===== src/rtl/spinlock_pkg.sv =====
package spinlock_pkg;

  localparam int DATA_W         = 32;
  localparam int LOCK_BASE_WORD = 'h100 / 4;  // first semaphore word
  localparam int CODE_LSB       = 28;         // count code field position

  typedef enum logic [1:0] {
    TGT_NONE   = 2'd0,
    TGT_STATUS = 2'd1,
    TGT_LOCK   = 2'd2
  } target_e;

  function automatic bit count_ok(input int n);
    return (n == 32) || (n == 64) || (n == 128) || (n == 256);
  endfunction

  function automatic logic [DATA_W-1:0] status_word(input int n);
    logic [3:0] code;
    code = 4'($clog2(n) - 4);
    return {code, {CODE_LSB{1'b0}}};
  endfunction

endpackage


===== src/rtl/spinlock_decoder.sv =====
module spinlock_decoder
  import spinlock_pkg::*;
#(
  parameter int ADDR_W    = 12,
  parameter int NUM_LOCKS = 32,
  parameter int IDX_W     = $clog2(NUM_LOCKS)
) (
  input  logic [ADDR_W-1:0] addr,
  output target_e           tgt,
  output logic [IDX_W-1:0]  idx
);
  localparam int WORD_W = ADDR_W - 2;

  logic [WORD_W-1:0] word;
  logic [WORD_W-1:0] rel;
  logic              aligned;

  assign word    = addr[ADDR_W-1:2];
  assign aligned = (addr[1:0] == 2'b00);
  assign rel     = word - WORD_W'(LOCK_BASE_WORD);
  assign idx     = rel[IDX_W-1:0];

  always_comb begin
    tgt = TGT_NONE;
    if (aligned) begin
      if (word == '0)
        tgt = TGT_STATUS;
      else if (word >= WORD_W'(LOCK_BASE_WORD) && rel < WORD_W'(NUM_LOCKS))
        tgt = TGT_LOCK;
    end
  end
endmodule


===== src/rtl/spinlock_core.sv =====
module spinlock_core #(
  parameter int NUM_PORTS = 2,
  parameter int NUM_LOCKS = 32,
  parameter int IDX_W     = $clog2(NUM_LOCKS)
) (
  input  logic                             clk,
  input  logic                             rst_n,
  input  logic [NUM_PORTS-1:0]             acq_req,
  input  logic [NUM_PORTS-1:0]             rel_req,
  input  logic [NUM_PORTS-1:0][IDX_W-1:0]  idx,
  output logic [NUM_PORTS-1:0]             was_held
);
  logic [NUM_LOCKS-1:0] held_q;
  logic [NUM_LOCKS-1:0] held_d;

  // Ports apply in ascending order; port 0 sees the oldest state.
  always_comb begin
    held_d   = held_q;
    was_held = '0;
    for (int p = 0; p < NUM_PORTS; p++) begin
      if (acq_req[p]) begin
        was_held[p]    = held_d[idx[p]];
        held_d[idx[p]] = 1'b1;
      end else if (rel_req[p]) begin
        held_d[idx[p]] = 1'b0;
      end
    end
  end

  always_ff @(posedge clk or negedge rst_n) begin
    if (!rst_n) held_q <= '0;
    else        held_q <= held_d;
  end
endmodule


===== src/rtl/spinlock_resp.sv =====
module spinlock_resp #(
  parameter int NUM_PORTS = 2,
  parameter int DATA_W    = 32
) (
  input  logic                             clk,
  input  logic                             rst_n,
  input  logic [NUM_PORTS-1:0]             access,
  input  logic [NUM_PORTS-1:0][DATA_W-1:0] data,
  output logic [NUM_PORTS-1:0]             rsp_ready,
  output logic [NUM_PORTS-1:0][DATA_W-1:0] rsp_rdata
);
  always_ff @(posedge clk or negedge rst_n) begin
    if (!rst_n) begin
      rsp_ready <= '0;
      rsp_rdata <= '0;
    end else begin
      rsp_ready <= access;
      rsp_rdata <= data;
    end
  end
endmodule


===== src/rtl/hw_spinlock_bank.sv =====
module hw_spinlock_bank
  import spinlock_pkg::*;
#(
  parameter int NUM_PORTS = 2,
  parameter int NUM_LOCKS = 32,
  parameter int ADDR_W    = 12
) (
  input  logic                             clk,
  input  logic                             rst_n,
  input  logic [NUM_PORTS-1:0]             req_rd,
  input  logic [NUM_PORTS-1:0]             req_wr,
  input  logic [NUM_PORTS-1:0][ADDR_W-1:0] req_addr,
  input  logic [NUM_PORTS-1:0][DATA_W-1:0] req_wdata,
  output logic [NUM_PORTS-1:0]             rsp_ready,
  output logic [NUM_PORTS-1:0][DATA_W-1:0] rsp_rdata
);
  localparam int                IDX_W   = $clog2(NUM_LOCKS);
  localparam logic [DATA_W-1:0] ID_WORD = status_word(NUM_LOCKS);

  // Elaboration guards on the parameters
  if (!count_ok(NUM_LOCKS)) begin : g_bad_count
    $error("hw_spinlock_bank: NUM_LOCKS must be 32, 64, 128 or 256");
  end
  if ((1 << (ADDR_W - 2)) < LOCK_BASE_WORD + NUM_LOCKS) begin : g_bad_addr
    $error("hw_spinlock_bank: ADDR_W too small for the semaphore window");
  end

  target_e [NUM_PORTS-1:0]             tgt;
  logic    [NUM_PORTS-1:0][IDX_W-1:0]  idx;
  logic    [NUM_PORTS-1:0]             acq_req;
  logic    [NUM_PORTS-1:0]             rel_req;
  logic    [NUM_PORTS-1:0]             was_held;
  logic    [NUM_PORTS-1:0]             access;
  logic    [NUM_PORTS-1:0][DATA_W-1:0] rd_data;

  for (genvar p = 0; p < NUM_PORTS; p++) begin : g_port
    spinlock_decoder #(
      .ADDR_W   (ADDR_W),
      .NUM_LOCKS(NUM_LOCKS),
      .IDX_W    (IDX_W)
    ) u_dec (
      .addr(req_addr[p]),
      .tgt (tgt[p]),
      .idx (idx[p])
    );

    // A read wins over a simultaneous write on the same port.
    assign acq_req[p] = req_rd[p] && (tgt[p] == TGT_LOCK);
    assign rel_req[p] = !req_rd[p] && req_wr[p] && (tgt[p] == TGT_LOCK)
                        && (req_wdata[p] == '0);
    assign access[p]  = req_rd[p] || req_wr[p];

    always_comb begin
      rd_data[p] = '0;
      if (req_rd[p]) begin
        case (tgt[p])
          TGT_STATUS: rd_data[p] = ID_WORD;
          TGT_LOCK:   rd_data[p] = DATA_W'(was_held[p]);
          default:    rd_data[p] = '0;
        endcase
      end
    end
  end

  spinlock_core #(
    .NUM_PORTS(NUM_PORTS),
    .NUM_LOCKS(NUM_LOCKS),
    .IDX_W    (IDX_W)
  ) u_core (
    .clk     (clk),
    .rst_n   (rst_n),
    .acq_req (acq_req),
    .rel_req (rel_req),
    .idx     (idx),
    .was_held(was_held)
  );

  spinlock_resp #(
    .NUM_PORTS(NUM_PORTS),
    .DATA_W   (DATA_W)
  ) u_resp (
    .clk      (clk),
    .rst_n    (rst_n),
    .access   (access),
    .data     (rd_data),
    .rsp_ready(rsp_ready),
    .rsp_rdata(rsp_rdata)
  );
endmodule


===== config.mk =====
export PLATFORM = sky130hd
export DESIGN_NAME = hw_spinlock_bank
export DESIGN_NICKNAME = d
export VERILOG_FILES = /design/src/rtl/spinlock_pkg.sv /design/src/rtl/spinlock_decoder.sv /design/src/rtl/spinlock_core.sv /design/src/rtl/spinlock_resp.sv /design/src/rtl/hw_spinlock_bank.sv
export SDC_FILE = /design/constraint.sdc
export NUM_CORES = 1
export LEC_CHECK = 0
export BUFFER_PORTS_ARGS = -buffer_cell sky130_fd_sc_hd__buf_2
export CAP_MARGIN = 20
export CORE_MARGIN = 2
export CORE_UTILIZATION = 53
export DETAILED_ROUTE_END_ITERATION = 10
export PLACE_DENSITY = 0.89
export REMOVE_ABC_BUFFERS = 1
export SLEW_MARGIN = 5
export SYNTH_ARGS = -nofsm -noshare
export SYNTH_HDL_FRONTEND = slang
export SYNTH_SLANG_ARGS = --single-unit

===== constraint.sdc =====
create_clock -name clk -period 2.8 [get_ports clk]
set_clock_uncertainty 0.15 [all_clocks]
set_input_delay 0.7 -clock clk [delete_from_list [all_inputs] [get_ports clk]]
set_output_delay 0.7 -clock clk [all_outputs]
set_load 0.02 [all_outputs]

==> metrics.txt, run 1 <==
CTS tree yes; CTS Root Cell clkbuf_8; die area 7800 um^2; dpl hpwl 11,000 um; synth top area cells dfrtp_1 (25%), buf_4 (12%), o21ai_0 (12%), mux4_2 (4.8%), nor4_1 (3.8%); Max VDD drop 0.211 mV; area of the core 6830 um^2; status completed; Syn-to-layout area delta 26.4%; synth unique cells 72; Clock power frac 38.3%; Setup crit end kind flip-flop; Seq pwr share 36.8%; top cells by count, synth o21ai_0 (91), buf_4 (61), dfrtp_1 (38), nand2_1 (38), nor2_1 (25); Netlist Area Pre-Place 3770 um^2; CTS Buf Count 5; NetSw 482 uW; Worst-path clk slew 90 ps; Worst Setup Start Kind input port; post-synthesis sequential area ratio 25.2%; largest net degree at the start of global routing 39; WP buf/inv 2; relative slew slack 37.9%; syn_area_per_cell 8.03 um^2; IO Pins 160; Final period util 99.5%; Initial Utilization 55.1%; setup_tns 0 ps; wirelength, routed 14,500 um; critical path's slowest cell or4_4; placed inst area 4430 um^2; Die Span Y 88.3 um; critical path arrival 2860 ps; first-pass GRT wire length 21,600 um; Max-cap violations 0; Comb power frac 24.9%; Worst Setup Path Type input port to flip-flop; number of global-route vias before repair 4,191; RSZ-0062 raised after global routing yes; Seq cells post-synth 38; Max Freq 359 MHz; # DRC 0; Synth Flop Type dfrtp_1; share of layout cells above drive strength 1 36.4%; top-area cell type share of the netlist area 25.2%; Place WS -475 ps; gr usage total 36.7%; Setup WS post-layout 14.3 ps; wire per inst 20.1 um; worst skew pair latency 300 ps; final hold vios 0; Hold Path Class input port to async pin; final setup violating endpoints 0; Core Rows 30; TritonRoute pass-1 iters 6; Critical Path Most Common Cell buf_8; total gr overflow 0; Largest stage delay, worst path 560 ps; clock buffer depth 2; Worst EP required 2880 ps; Post-synth EDFFs 0; fin nets 716; pins over their slew limit 0; buffers added on ports 99; Final ANT Viol Nets 0; min Tclk post-route 2790 ps; Internal 1050 uW; vias per inst 6.20; CP Max Fanout 5; CTS Sinks 38; Final Hold Slack 366 ps; leakage 0.00213 uW; CP delay by family, top compound AO/OA/AOI/OAI gates; switching share of power 31.5%; initial DRC count 562; n_diodes 0; worst-path cell chain buf_8, or4_4, or2_4, buf_8, nor2_4, a22o_1, o32ai_2, a2111o_1, a211oi_2; routed vias 4,457; Finished Cell Area 4760 um^2; Cells after Synth 469; count leader, synth o21ai_0; initial antenna violation count 0; pwr dens 321 nW/um^2; Die W 88.3 um; Routability Congestion 1.03; Synth area leader dfrtp_1; async set or reset register ratio after synthesis 100%; number of synthesis warnings 0; Worst Tran Pin Value 932 ps; htree depth 2
## stage by stage
stage / cells / utilization, % / total power, uW
after detailed placement: 704 / 64.9 / 929
final: 719 / 69.7 / 1530
after global routing: 719 / 69.7 / 1580
after CTS: 716 / 68.1 / 1510
after floorplan: 446 / - / 749
after global placement: 704 / 64.9 / 926
## power groups by stage
stage | Sequential, uW | Clock (uW) | Combinational, uW
after floorplan | 573 | 0 | 177
after global routing | 563 | 605 | 410
after CTS | 562 | 585 | 363
final | 563 | 585 | 381
after detailed placement | 573 | 0 | 356
after global placement | 573 | 0 | 353
## area by class of cell
class | count | area [um^2]
timing repair buffer | 169 | 1040
clock inverter | 3 | 68.8
inverter | 7 | 26.3
sequential | 38 | 951
clock buffer | 5 | 68.8
tap | 96 | 120
multi-input combinational | 401 | 2480
fill | 568 | 2070
## cells in the final DEF (no fill, tap or decap), types with 10 or more instances in the layout
| cell | Yosys | final |
|---|---|---|
| o22ai_1 | 10 | 10 |
| o21ai_0 | 91 | 87 |
| dfrtp_1 | 38 | 38 |
| nand2_1 | 38 | 36 |
| nor3_1 | 14 | 14 |
| buf_2 | 3 | 97 |
| buf_4 | 61 | 69 |
| nor4_1 | 23 | 17 |
| nor2_1 | 25 | 25 |
| conb_1 | 1 | 60 |
| nand3_1 | 21 | 21 |
## state kept, by name, indices dropped and copies added (netlist names)
signal,cells
u_core.held_q,32
u_resp.rsp_ready,2
u_resp.rsp_rdata,4
## worst register-to-register path, stage by stage (launching register included)
cell and delay [ps]:
dfrtp_1 430, mux4_2 270, mux2i_1 110, a21oi_1 170, nor2_1 50, nor4_1 450
## cell families after synthesis
kind of cell           synth area share [%]
buffers and inverters                  17.9
other                                0.0995
AO/OA/AOI/OAI                          24.8
AND/OR/NAND/NOR                        25.9
flip-flops                             25.2
XOR/XNOR                              0.465
multiplexers                           5.61
## routing by layer
| layer | up-vias | part of all wire (%) | track usage (%) |
|---|---|---|---|
| met3 | 74 | 11 | 5.22 |
| met5 | - | 0 | 0 |
| li1 | 1944 | - | - |
| met2 | 381 | 47 | 61.7 |
| met1 | 2058 | 37 | 45.4 |
| met4 | 0 | 5.5 | 20.2 |
## final timing paths
path	cells past startpoint	slack, ps	endpoint	startpoint
setup / recovery	9	10	u_resp.rsp_rdata[32]	req_addr[7]
hold / removal	1	370	u_resp.rsp_rdata[28]	rst_n
setup reg to reg	5	1020	u_resp.rsp_rdata[0]	u_core.held_q[6]
hold reg to reg	2	500	u_core.held_q[19]	u_core.held_q[19]
max in group asynchronous	1	1540	u_core.held_q[22]	rst_n
min in group clk	2	450	u_resp.rsp_ready[1]	req_wr[1]
## timing repair
item                                   4_1_cts  5_1_grt
setup endpoints to repair                    1        3
hold buffers                                 0        0
buffers inserted                             4        3
pin swaps                                    6       13
endpoints found under the hold margin        0        0
resized for setup                           10       22
Note: power is estimated with default switching activity, not from simulation.
==> inputs of run 2 (changes only) <==
--- a/config.mk
+++ b/config.mk
@@ -7,6 +7,7 @@
 export LEC_CHECK = 0
 export BUFFER_PORTS_ARGS = -buffer_cell sky130_fd_sc_hd__buf_2
 export CAP_MARGIN = 20
+export CORE_ASPECT_RATIO = 1.2
 export CORE_MARGIN = 2
 export CORE_UTILIZATION = 53
 export DETAILED_ROUTE_END_ITERATION = 10
==> run 2 against run 1 <==
- non-clock buffer count stayed put
- core utilization fell by 1.1 points
- sequential power about the same
- wire length down 3.4%
- global-route usage down 0.91 points
- clock power shrank 33%
- critical path depth is 1 higher
- final cell count shrank 1.4%
- setup slack gained 15 ps
- sequential share of layout area is 0.26 points higher
- final area decreased by 1.3%
- critical path type unchanged
- critical endpoint unchanged
- largest cell class unchanged
==> metrics.txt, run 2 (same netlist as run 1, synthesis figures left out) <==
setup_tns 0 ps; die area 7800 um^2; final setup violating endpoints 0; R2R setup slack 1100 ps; RR Startpoint u_core.held_q[15]; Largest regs u_core.held_q x32, u_resp.rsp_rdata x4, u_resp.rsp_ready x2; RSZ-0062 raised after global routing yes; CP Max Fanout 5; largest net degree at the start of global routing 39; CTS tree yes; Hold-fix buffers, CTS 0; Setup crit end kind flip-flop; relative slew slack 37.2%; Max-cap violations 0; buffers added on ports 99; worst-path cell chain buf_2, or4_4, or2_4, buf_12, nor2_8, nand2_2, and3_4, o311ai_2, o2111ai_1, a211oi_2; Worst Setup Start Kind input port; wire per inst 19.7 um; Worst EP required 2870 ps; Core Rows 33; Initial Utilization 55.0%; min Tclk post-route 2770 ps; pwr dens 284 nW/um^2; wirelength, routed 14,000 um; CTS Buf Count 5; Max VDD drop 0.206 mV; critical path arrival 2840 ps; dpl hpwl 10,900 um; first-pass GRT wire length 20,500 um; Die W 81.0 um; number of global-route vias before repair 4,093; htree depth 2; FILL cells 620; Hold Path Class input port to async pin; worst skew pair latency 300 ps; CTS Root Cell clkbuf_8; Largest stage delay, worst path 540 ps; critical path's slowest cell or4_4; area of the core 6850 um^2; leakage 0.00209 uW; IO Pins 160; final hold vios 0; Final period util 99.0%; # DRC 0; gr usage total 35.8%; Top reg by flops u_core.held_q; Routability Congestion 1.01; share of layout cells above drive strength 1 36.7%; Worst Setup Path Type input port to flip-flop; reg2reg path depth 5; clock buffer depth 2; fin nets 716; Final ANT Viol Nets 0; initial antenna violation count 0; register area 951 um^2; Worst-path clk slew 90 ps; vias per inst 6.23; Die Span Y 96.4 um; routed vias 4,416; Final Util 68.6%; pins over their slew limit 0; initial DRC count 492; Syn-to-layout area delta 24.8%; status completed; leading cell types in the layout, fill and taps excluded buf_2 (99), o21ai_0 (85), buf_4 (69); Worst Tran Pin Value 942 ps; Max Freq 361 MHz; RR Endpoint u_resp.rsp_rdata[0]; total gr overflow 0; TritonRoute pass-1 iters 5; n_diodes 0; max FFs per register 32; leading cell type in the layout, fill and taps excluded buf_2; area of the multi-input gates 2500 um^2; CTS Sinks 38
## run 2: cell count changes in the layout (fill, tap and decap cells not counted), sizes merged
cell      previous run  this run
clkbuf               5         6
clkinvlp             0         1
bufinv               2         0
clkinv               1         0
## run 2: area by class of cell
class | instances | area share, %
Multi-Input combinational cell | 401 | 53.2
Timing Repair Buffer | 169 | 22.0
Sequential cell | 38 | 20.2
Tap cell | 87 | 2.32
Clock buffer | 6 | 1.54
Inverter | 7 | 0.559
Clock inverter | 1 | 0.160
## run 2: worst max-delay path, delay by kind of cell
kind,cells,cell delay [ps]
AO/OA/AOI/OAI,3,640
buffers and inverters,2,270
AND/OR/NAND/NOR,5,1230
## run 2: what timing repair did
action | 4_1_cts | 5_1_grt
gates resized for setup | 6 | 26
buffers inserted | 0 | 2
endpoints found under the setup margin | 1 | 10
pin swaps | 1 | 5
## run 2: worst max-delay path by stage
stage	to	slack [ps]	from
after global routing	u_resp.rsp_rdata[32]	-30	req_addr[11]
final	u_resp.rsp_rdata[32]	30	req_addr[11]
after CTS	u_resp.rsp_rdata[32]	3	req_wdata[22]
after global placement	u_resp.rsp_rdata[32]	-430	req_wdata[23]
after detailed placement	u_resp.rsp_rdata[32]	-480	req_wdata[10]
after floorplan	u_resp.rsp_rdata[32]	-630	req_wdata[2]
## run 2: where the power goes
group	total, uW	internal [uW]	switching [uW]
clock network	393	172	221
registers	563	556	6.11
logic	380	134	246
## run 2: layer usage
| metal | up-vias | GRT usage, % | share of wire [%] |
|---|---|---|---|
| li1 | 1949 | - | - |
| met3 | 62 | 4.50 | 11 |
| met5 | - | 0 | 0 |
| met1 | 2049 | 44.9 | 37 |
| met2 | 356 | 59.2 | 47 |
| met4 | 0 | 20.2 | 5.4 |
## run 2: per-stage QoR
stage               std cells  hold slack [ps]  cell area [um^2]  power, uW  worst slack, ps
finish                    709              382              4700       1330             28.8
detailed placement        700              433              4470        930             -479
global placement          700              427              4470        925             -427
global route              709              455              4700       1390            -34.0
CTS                       707              418              4580       1310             2.73
floorplan                 446              254              3340        749             -633
